## config.mk

```make
export PLATFORM = sky130hd
export DESIGN_NAME = callstack_seq
export DESIGN_NICKNAME = d
export VERILOG_FILES = /design/src/rtl/cs_pkg.sv /design/src/rtl/cs_stack_ptr.sv /design/src/rtl/cs_stack_ram.sv /design/src/rtl/cs_pc_unit.sv /design/src/rtl/callstack_seq.sv
export SDC_FILE = /design/constraint.sdc
export NUM_CORES = 1
export LEC_CHECK = 0
export BUFFER_PORTS_ARGS = -buffer_cell sky130_fd_sc_hd__buf_2
export CAP_MARGIN = 20
export CORE_ASPECT_RATIO = 1.75
export CORE_MARGIN = 3
export CORE_UTILIZATION = 52
export DETAILED_ROUTE_END_ITERATION = 6
export PLACE_DENSITY = 0.76
export SLEW_MARGIN = 20
export SYNTH_ARGS = -nofsm -noshare
export SYNTH_HDL_FRONTEND = slang
export SYNTH_HIERARCHICAL = 1
export SYNTH_SLANG_ARGS = --single-unit
```

## constraint.sdc

```tcl
create_clock -name clk -period 3.07 [get_ports clk]
set_clock_uncertainty 0.2 [all_clocks]
set_input_delay 0.614 -clock clk [delete_from_list [all_inputs] [get_ports clk]]
set_output_delay 0.614 -clock clk [all_outputs]
set_load 0.005 [all_outputs]
```

## src/rtl/cs_pkg.sv

```systemverilog
package cs_pkg;
  typedef enum logic [2:0] {
    CMD_NOP  = 3'd0,
    CMD_STEP = 3'd1,
    CMD_JMP  = 3'd2,
    CMD_CALL = 3'd3,
    CMD_RET  = 3'd4,
    CMD_PUSH = 3'd5,
    CMD_POP  = 3'd6
  } cmd_e;
endpackage

```

## src/rtl/cs_stack_ptr.sv

```systemverilog
module cs_stack_ptr #(
  parameter int ADDR_W   = 8,
  parameter int DEPTH    = 6,
  parameter int TOP_CELL = 239
) (
  input  logic              clk,
  input  logic              rst,
  input  logic              push_req,
  input  logic              pop_req,
  output logic [ADDR_W-1:0] sp,
  output logic              push_ok,
  output logic              pop_ok,
  output logic              ovf,
  output logic              unf
);
  localparam logic [ADDR_W-1:0] EMPTY_SP = ADDR_W'(TOP_CELL + 1);
  localparam logic [ADDR_W-1:0] FULL_SP  = ADDR_W'(TOP_CELL - DEPTH + 1);

  assign push_ok = push_req && (sp != FULL_SP);
  assign pop_ok  = pop_req  && (sp != EMPTY_SP);

  always_ff @(posedge clk) begin
    if (rst) begin
      sp  <= EMPTY_SP;
      ovf <= 1'b0;
      unf <= 1'b0;
    end else begin
      if (push_ok)       sp <= sp - 1'b1;
      else if (pop_ok)   sp <= sp + 1'b1;
      if (push_req && !push_ok) ovf <= 1'b1;
      if (pop_req && !pop_ok)   unf <= 1'b1;
    end
  end

  assert_sp_bounds_R6: assert property (@(posedge clk) disable iff (rst)
    (sp >= FULL_SP) && (sp <= EMPTY_SP));
  assert_push_step_R2: assert property (@(posedge clk) disable iff (rst)
    push_ok |=> sp == $past(sp) - 1'b1);
  assert_pop_step_R3: assert property (@(posedge clk) disable iff (rst)
    pop_ok |=> sp == $past(sp) + 1'b1);
  assert_no_overflow_R6: assert property (@(posedge clk) disable iff (rst)
    (push_req && sp == FULL_SP) |=> ($stable(sp) && ovf));
  assert_ovf_sticky_R6: assert property (@(posedge clk) disable iff (rst)
    ovf |=> ovf);
  assert_no_underflow_R7: assert property (@(posedge clk) disable iff (rst)
    (pop_req && sp == EMPTY_SP) |=> ($stable(sp) && unf));
  assert_unf_sticky_R7: assert property (@(posedge clk) disable iff (rst)
    unf |=> unf);
endmodule

```

## src/rtl/cs_stack_ram.sv

```systemverilog
module cs_stack_ram #(
  parameter int ADDR_W   = 8,
  parameter int DATA_W   = 8,
  parameter int DEPTH    = 6,
  parameter int TOP_CELL = 239
) (
  input  logic              clk,
  input  logic              we,
  input  logic [ADDR_W-1:0] wr_addr,
  input  logic [DATA_W-1:0] wr_data,
  input  logic [ADDR_W-1:0] rd_addr,
  output logic [DATA_W-1:0] rd_data
);
  localparam int IDX_W = $clog2(DEPTH + 1);
  localparam logic [ADDR_W-1:0] BASE = ADDR_W'(TOP_CELL - DEPTH + 1);

  logic [DATA_W-1:0] cells [DEPTH];
  logic [IDX_W-1:0]  wr_idx, rd_idx;

  assign wr_idx = IDX_W'(wr_addr - BASE);
  assign rd_idx = IDX_W'(rd_addr - BASE);

  always_ff @(posedge clk) begin
    if (we) cells[wr_idx] <= wr_data;
  end

  assign rd_data = (rd_idx < IDX_W'(DEPTH)) ? cells[rd_idx] : '0;

  assert_write_in_range_R6: assert property (@(posedge clk)
    we |-> (wr_idx < IDX_W'(DEPTH)));
endmodule

```

## src/rtl/cs_pc_unit.sv

```systemverilog
module cs_pc_unit
  import cs_pkg::*;
#(
  parameter int ADDR_W = 8
) (
  input  logic              clk,
  input  logic              rst,
  input  cmd_e              cmd,
  input  logic              link_mode,
  input  logic              push_ok,
  input  logic              pop_ok,
  input  logic [ADDR_W-1:0] target,
  input  logic [ADDR_W-1:0] ret_addr,
  output logic [ADDR_W-1:0] pc,
  output logic [ADDR_W-1:0] lr
);
  always_ff @(posedge clk) begin
    if (rst) begin
      pc <= '0;
      lr <= '0;
    end else begin
      unique case (cmd)
        CMD_STEP: pc <= pc + 1'b1;
        CMD_JMP:  pc <= target;
        CMD_CALL: begin
          if (link_mode) begin
            lr <= pc + 1'b1;
            pc <= target;
          end else if (push_ok) begin
            pc <= target;
          end
        end
        CMD_RET: begin
          if (link_mode)   pc <= lr;
          else if (pop_ok) pc <= ret_addr;
        end
        default: ;
      endcase
    end
  end

  assert_step_R9: assert property (@(posedge clk) disable iff (rst)
    cmd == CMD_STEP |=> pc == $past(pc) + 1'b1);
  assert_nop_R9: assert property (@(posedge clk) disable iff (rst)
    cmd == CMD_NOP |=> $stable(pc));
  assert_call_link_R10: assert property (@(posedge clk) disable iff (rst)
    (cmd == CMD_CALL && link_mode) |=> (lr == $past(pc) + 1'b1 && pc == $past(target)));
  assert_ret_stack_R5: assert property (@(posedge clk) disable iff (rst)
    (cmd == CMD_RET && !link_mode && pop_ok) |=> pc == $past(ret_addr));
  assert_call_blocked_R6: assert property (@(posedge clk) disable iff (rst)
    (cmd == CMD_CALL && !link_mode && !push_ok) |=> $stable(pc));
endmodule

```

## src/rtl/callstack_seq.sv

```systemverilog
module callstack_seq
  import cs_pkg::*;
#(
  parameter int ADDR_W   = 8,
  parameter int DATA_W   = 8,
  parameter int DEPTH    = 6,
  parameter int TOP_CELL = 239
) (
  input  logic              clk,
  input  logic              rst,
  input  logic [2:0]        cmd,
  input  logic              link_mode,
  input  logic [ADDR_W-1:0] target,
  input  logic [DATA_W-1:0] din,
  output logic [ADDR_W-1:0] pc,
  output logic [ADDR_W-1:0] sp,
  output logic [ADDR_W-1:0] mem_addr,
  output logic [DATA_W-1:0] dout,
  output logic [ADDR_W-1:0] lr,
  output logic              overflow,
  output logic              underflow
);
  cmd_e              op;
  logic              push_req, pop_req, push_ok, pop_ok;
  logic [ADDR_W-1:0] sp_dn;
  logic [DATA_W-1:0] wr_data, top_data;

  assign op       = cmd_e'(cmd);
  assign push_req = (op == CMD_PUSH) || (op == CMD_CALL && !link_mode);
  assign pop_req  = (op == CMD_POP)  || (op == CMD_RET  && !link_mode);
  assign sp_dn    = sp - 1'b1;
  assign wr_data  = (op == CMD_CALL) ? DATA_W'(pc + 1'b1) : din;
  assign mem_addr = push_req ? sp_dn : (pop_req ? sp : pc);

  cs_stack_ptr #(.ADDR_W(ADDR_W), .DEPTH(DEPTH), .TOP_CELL(TOP_CELL)) u_sp (
    .clk(clk), .rst(rst), .push_req(push_req), .pop_req(pop_req),
    .sp(sp), .push_ok(push_ok), .pop_ok(pop_ok), .ovf(overflow), .unf(underflow)
  );

  cs_stack_ram #(.ADDR_W(ADDR_W), .DATA_W(DATA_W), .DEPTH(DEPTH), .TOP_CELL(TOP_CELL)) u_ram (
    .clk(clk), .we(push_ok), .wr_addr(sp_dn), .wr_data(wr_data),
    .rd_addr(sp), .rd_data(top_data)
  );

  cs_pc_unit #(.ADDR_W(ADDR_W)) u_pc (
    .clk(clk), .rst(rst), .cmd(op), .link_mode(link_mode),
    .push_ok(push_ok), .pop_ok(pop_ok), .target(target),
    .ret_addr(ADDR_W'(top_data)), .pc(pc), .lr(lr)
  );

  always_ff @(posedge clk) begin
    if (rst)                          dout <= '0;
    else if (op == CMD_POP && pop_ok) dout <= top_data;
  end

  assert_pop_keeps_dout_R7: assert property (@(posedge clk) disable iff (rst)
    (op == CMD_POP && !pop_ok) |=> $stable(dout));
  assert_link_sp_R10: assert property (@(posedge clk) disable iff (rst)
    ((op == CMD_CALL || op == CMD_RET) && link_mode) |=> $stable(sp));
  assert_call_ret_R4: assert property (@(posedge clk) disable iff (rst)
    (op == CMD_CALL && !link_mode && push_ok) |=> (pc == $past(target) && sp == $past(sp) - 1'b1));
endmodule

```

=== Word-level counts from Yosys, hierarchy flattened ===
Memory sizes are Yosys's and may differ from the RTL's.
Index checks and enable logic that the tools add are counted.

* Add/sub/neg operators: 5
* Order comparisons: 1
* Equality and inequality tests: 10
* Muxes and demuxes: 13
* Reduce and logical (&&, ||, !) cells: 16

{| class="wikitable"
|+ Operator list
! operator !! count
|-
| 8-bit two-way mux || 10
|-
| 8-bit case mux with 4 select lines || 1
|-
| 8-bit by 1-bit adder with 8-bit output (second input constant) || 2
|-
| 8-bit != test (second input constant) || 2
|-
| 3-bit equality test (second input constant) || 3
|-
| 8-bit by 1-bit subtractor with 8-bit output (second input constant) || 1
|-
| 1-bit logical AND || 7
|-
| 3-bit by 2-bit equality test with 1-bit output (second input constant) || 2
|-
| 3-bit by 2-bit subtractor with 3-bit output (second input constant) || 2
|-
| 4-bit nonzero test || 1
|-
| 3-bit by 1-bit equality test with 1-bit output (second input constant) || 1
|-
| 1-bit zero test || 3
|-
| 3-bit less-than comparator (second input constant) || 1
|-
| 3-bit by 2-bit != test with 1-bit output (second input constant) || 1
|-
| 3-bit != test (second input constant) || 1
|-
| 3-bit AND reduction || 1
|-
| 1-bit logical OR || 2
|-
| 1-bit two-way mux || 2
|-
| 2-bit AND reduction || 1
|-
| 2-bit nonzero test || 1
|}

* Bits in registers: 34
* RAM bits: 48
* Input port bits: 22
* Output and inout port bits: 42
* Logic and storage cells: 52
* Memories: 1

{| class="wikitable"
|+ Memory list
! memory !! words !! width !! rd ports !! clocked after memory_dff !! wr ports !! line !! source
|-
| u_ram.cells || 6 || 8 || 1 || 0 || 1 || cs_stack_ram.sv:17 || <nowiki>logic [DATA_W-1:0] cells [DEPTH];</nowiki>
|}

=== Depth between registers and ports, before layout ===
* Depth in word-level cells: 7
* Depth in mapped cells: 12
* Depth with buffers taken out: 12

=== By module ===
Netlist, hierarchy kept.

{| class="wikitable"
|+ By module, submodules not included
! module !! times used !! cells an instance !! area each (um^2) !! seq. area each (um^2)
|-
| cs_stack_ram || 1 || 110 || 1921.8 || 1441.4
|-
| cs_pc_unit || 1 || 117 || 1124.8 || 320.3
|-
| callstack_seq || 1 || 124 || 825.8 || 160.2
|-
| cs_stack_ptr || 1 || 75 || 708.2 || 200.2
|}

=== Worst setup path before layout ===
Ideal clock, no wire load.

* Kind: input to register
* Start point: input cmd[1]
* End point: register u_sp.sp[6]
* Setup time: 0.122 ns
* Arrival: 2.965 ns
* Data required time: 2.748 ns
* Path slack: -0.217 ns
* Stages: 12
* Cells stage by stage: and3b_1 > a31oi_1 > inv_1 > inv_1 > a41o_1 > inv_1 > ha_1 > nor2b_4 > o31a_1 > o21a_1 > or3_1 > a311o_1

* Cells in the longest elaborated chain, start to end: 5
* Elaborated cells on any way between the ends: 12
* Classes of those cells: eq/ne: 4; mux: 1; reduce/logical: 7

{| class="wikitable"
|+ Ends and longest elaborated chain
! what !! line !! source
|-
| start: declaration || callstack_seq.sv:11 || <nowiki>input logic [2:0] cmd,</nowiki>
|-
| 3-bit by 2-bit equality test with 1-bit output || callstack_seq.sv:29 || <nowiki>assign push_req = (op == CMD_PUSH) || (op == CMD_CALL && !link_mode);</nowiki>
|-
| 1-bit logical AND || callstack_seq.sv:29 ||
|-
| 1-bit logical OR (*) || callstack_seq.sv:29 ||
|-
| named net push_req || callstack_seq.sv:24 || <nowiki>logic push_req, pop_req, push_ok, pop_ok;</nowiki>
|-
| 1-bit logical AND (*) || cs_stack_ptr.sv:19 || <nowiki>assign push_ok = push_req && (sp != FULL_SP);</nowiki>
|-
| named net push_ok || callstack_seq.sv:24 ||
|-
| 8-bit two-way mux or 2-bit nonzero test (tied branches) || n/a ||
|-
| end signal: assignment || cs_stack_ptr.sv:28 || <nowiki>if (push_ok) sp <= sp - 1'b1;</nowiki>
|-
| end signal: assignment || cs_stack_ptr.sv:29 || <nowiki>else if (pop_ok) sp <= sp + 1'b1;</nowiki>
|-
| end: declaration || cs_stack_ptr.sv:10 || <nowiki>output logic [ADDR_W-1:0] sp,</nowiki>
|}

The timed path passes the listed nets; every way through them passes the cells marked *.
A chain may end at the register's enable or synchronous reset.

=== Worst setup path in the final report ===
* Start point: register u_sp.sp[2]
* End point: output mem_addr[5]

* Cells in the longest elaborated chain, start to end: 2

{| class="wikitable"
|+ Ends and longest elaborated chain
! what !! line !! source
|-
| 8-bit by 1-bit subtractor with 8-bit output || callstack_seq.sv:31 || <nowiki>assign sp_dn = sp - 1'b1;</nowiki>
|-
| 8-bit two-way mux || callstack_seq.sv:33 || <nowiki>assign mem_addr = push_req ? sp_dn : (pop_req ? sp : pc);</nowiki>
|-
| end: declaration || callstack_seq.sv:17 || <nowiki>output logic [ADDR_W-1:0] mem_addr,</nowiki>
|}

No other way between the ends.

==> flow_summary.ini <==
[run_status]
status = finished clean

[synthesis]
ys_warn_count = 6
synth_nets = 456
synthCells = 423
synth_area_mm2 = 0.004559
syn_avg_cell_area_um2 = 10.78

[timing]
relSlewSlack_pct = 51.34
rsz0062_at_grt = no
fin_hold_ws_ps = 251.6
slew_violations = 0
hold_viol = 0
fin_crit_sh_pct = 97.73
setup_violations = 0
period_minus_slack_ps = 3000
max_freq_mhz = 333.3
finalSetupTns_ps = 0
worstMarginPinSlew_ps = 722.3

[pwr]
comb_power_share_pct = 23.4
clkPwrFrac_pct = 33.6
power_uw = 2942
switching_power_uw = 862.4
ir_worst_vdd_mv = 0.3074
sw_frac_of_total_pct = 29.32
p_int_uw = 2080
power.leakage_uw = 0.002118
pwr_density_cell_mw_per_mm2 = 539.3
seqPwrFrac_pct = 43.0

[route]
wl_um = 11540
wl_per_cell_um = 18.05
vias = 3643
route.detailed.drc = 0
drtPass1Iterations = 7
antenna_left = 0
vias_per_cell = 5.701
drt_iter0_drc = 306

[flow_run]
drv_cap = 0

[global_routing]
antenna_found_initial = 0
grt_pass1_vias = 3514
gr-total-overflow = 0
grt_max_degree = 27
track_usage_pct = 23.63
grt_first_pass_wirelength_um = 18010

[die]
ios = 64
dieArea_mm2 = 0.009972
die_y_um = 129.9
core_area_mm2 = 0.008423
die_w_um = 76.79
rows = 44
floorplan.initialDensity_pct = 54.13

[clock_network]
cts_made_buffers = 9
postCtsSetupRepairBufs = 0
cts-resized-gates = 0
clkTransAtPathRegs_ps = 60
tritoncts = yes
root_buffer = clkbuf_16
clock_latency_ps = 340
postCtsHoldBufs = 0
clkSinkCount = 82
cts_buffer_depth = 2
htree_num_levels = 3

[cells_and_area]
nets = 552
register_area_mm2 = 0.002122
final_cell_mix = buf_2, edfxtp_1, buf_4
final_common_cell = buf_2
final_cell_area_mm2 = 0.005455
num-fill-cells = 698
multi_input_area_mm2 = 0.002212
final_core_util_pct = 64.77
synthToLayoutAreaGrowth_pct = 19.65
diodes = 0
drive_above_1_share_pct = 30.15

[critical_path]
path_class = flip-flop to primary output
cp.required_ps = 2260
cp.arrival_ps = 2190
cp_slowest_cell = or3_4
crit_chain = buf_4, or3_4, or3_4, or3_1, o211ai_1, buf_2
crit_path_start_kind = flip-flop
crit_buf_inv = 2
crit_fanout = 11
max_stage_delay_ps = 410
cpMostUsedCell = or3_4
crit_family = simple AND/OR/NAND/NOR gates
crit_path_end_kind = primary output

[placement]
port_buffers = 63
place_area_mm2 = 0.005176
globalplace.congestion = 0.9663
dp_hpwl_um = 8502

[hold_path]
hp-class = flip-flop to flip-flop
[worst register-to-register path: stages (launching register included)]
cell,delay (ps)
dfxtp_1,460
and4bb_4,260
a41o_1,260
inv_2,130
ha_4,220
nor2b_4,120
o31a_1,310
o21a_1,180
or3_1,300
a311o_1,270
[area by class of cell]
cell class / instances / share of cell area, %
clock inverter: 7 / 0.9862
clock buffer: 9 / 4.128
multi-input combinational: 302 / 40.55
inverter: 20 / 1.376
timing repair buffer: 104 / 11.42
tap: 115 / 2.638
sequential: 82 / 38.90
[per-stage QoR]
step           std cells  worst slack [ps]
4_1_cts              639             63.65
3_3_place_gp         623            -88.25
3_5_place_dp         623            -108.6
2_1_floorplan        423            -65.40
5_1_grt              639             11.21
6_report             639             69.66
[registers in the layout (all words and copies together) (netlist names)]
signal / flops
u_ram/cells: 48
dout: 8
u_sp/unf: 1
u_pc/lr: 8
u_pc/pc: 8
u_sp/sp: 8
u_sp/ovf: 1
[metal layers]
metal / routed length (um) / vias up / part of all wire, % / track usage, %
li1: - / 1758 / - / -
met1: 4474 / 1730 / 39 / 27.14
met2: 6072 / 131 / 53 / 42.19
met3: 592 / 24 / 5.1 / 4.006
met4: 397 / 0 / 3.4 / 12.17
met5: 0 / - / 0 / 0
[path summary, 6_finish.rpt]
check	start	endpoint	slack, ps	depth (start not counted)
hold / removal	dout[3]	dout[3]	250	2
setup / recovery	u_sp/sp[2]	mem_addr[5]	70	6
setup reg to reg	u_sp/sp[0]	u_sp/sp[6]	230	9
hold reg to reg	dout[3]	dout[3]	250	2
[power by group through the flow]
stage          sequential, uW  combinational, uW  clock, uW
6_report                 1260                690        988
5_1_grt                  1270                752       1050
4_1_cts                  1260                687       1000
3_5_place_dp             1290                682          0
3_3_place_gp             1290                666          0
2_1_floorplan            1290                437          0
(Power assumes the default switching activity.)
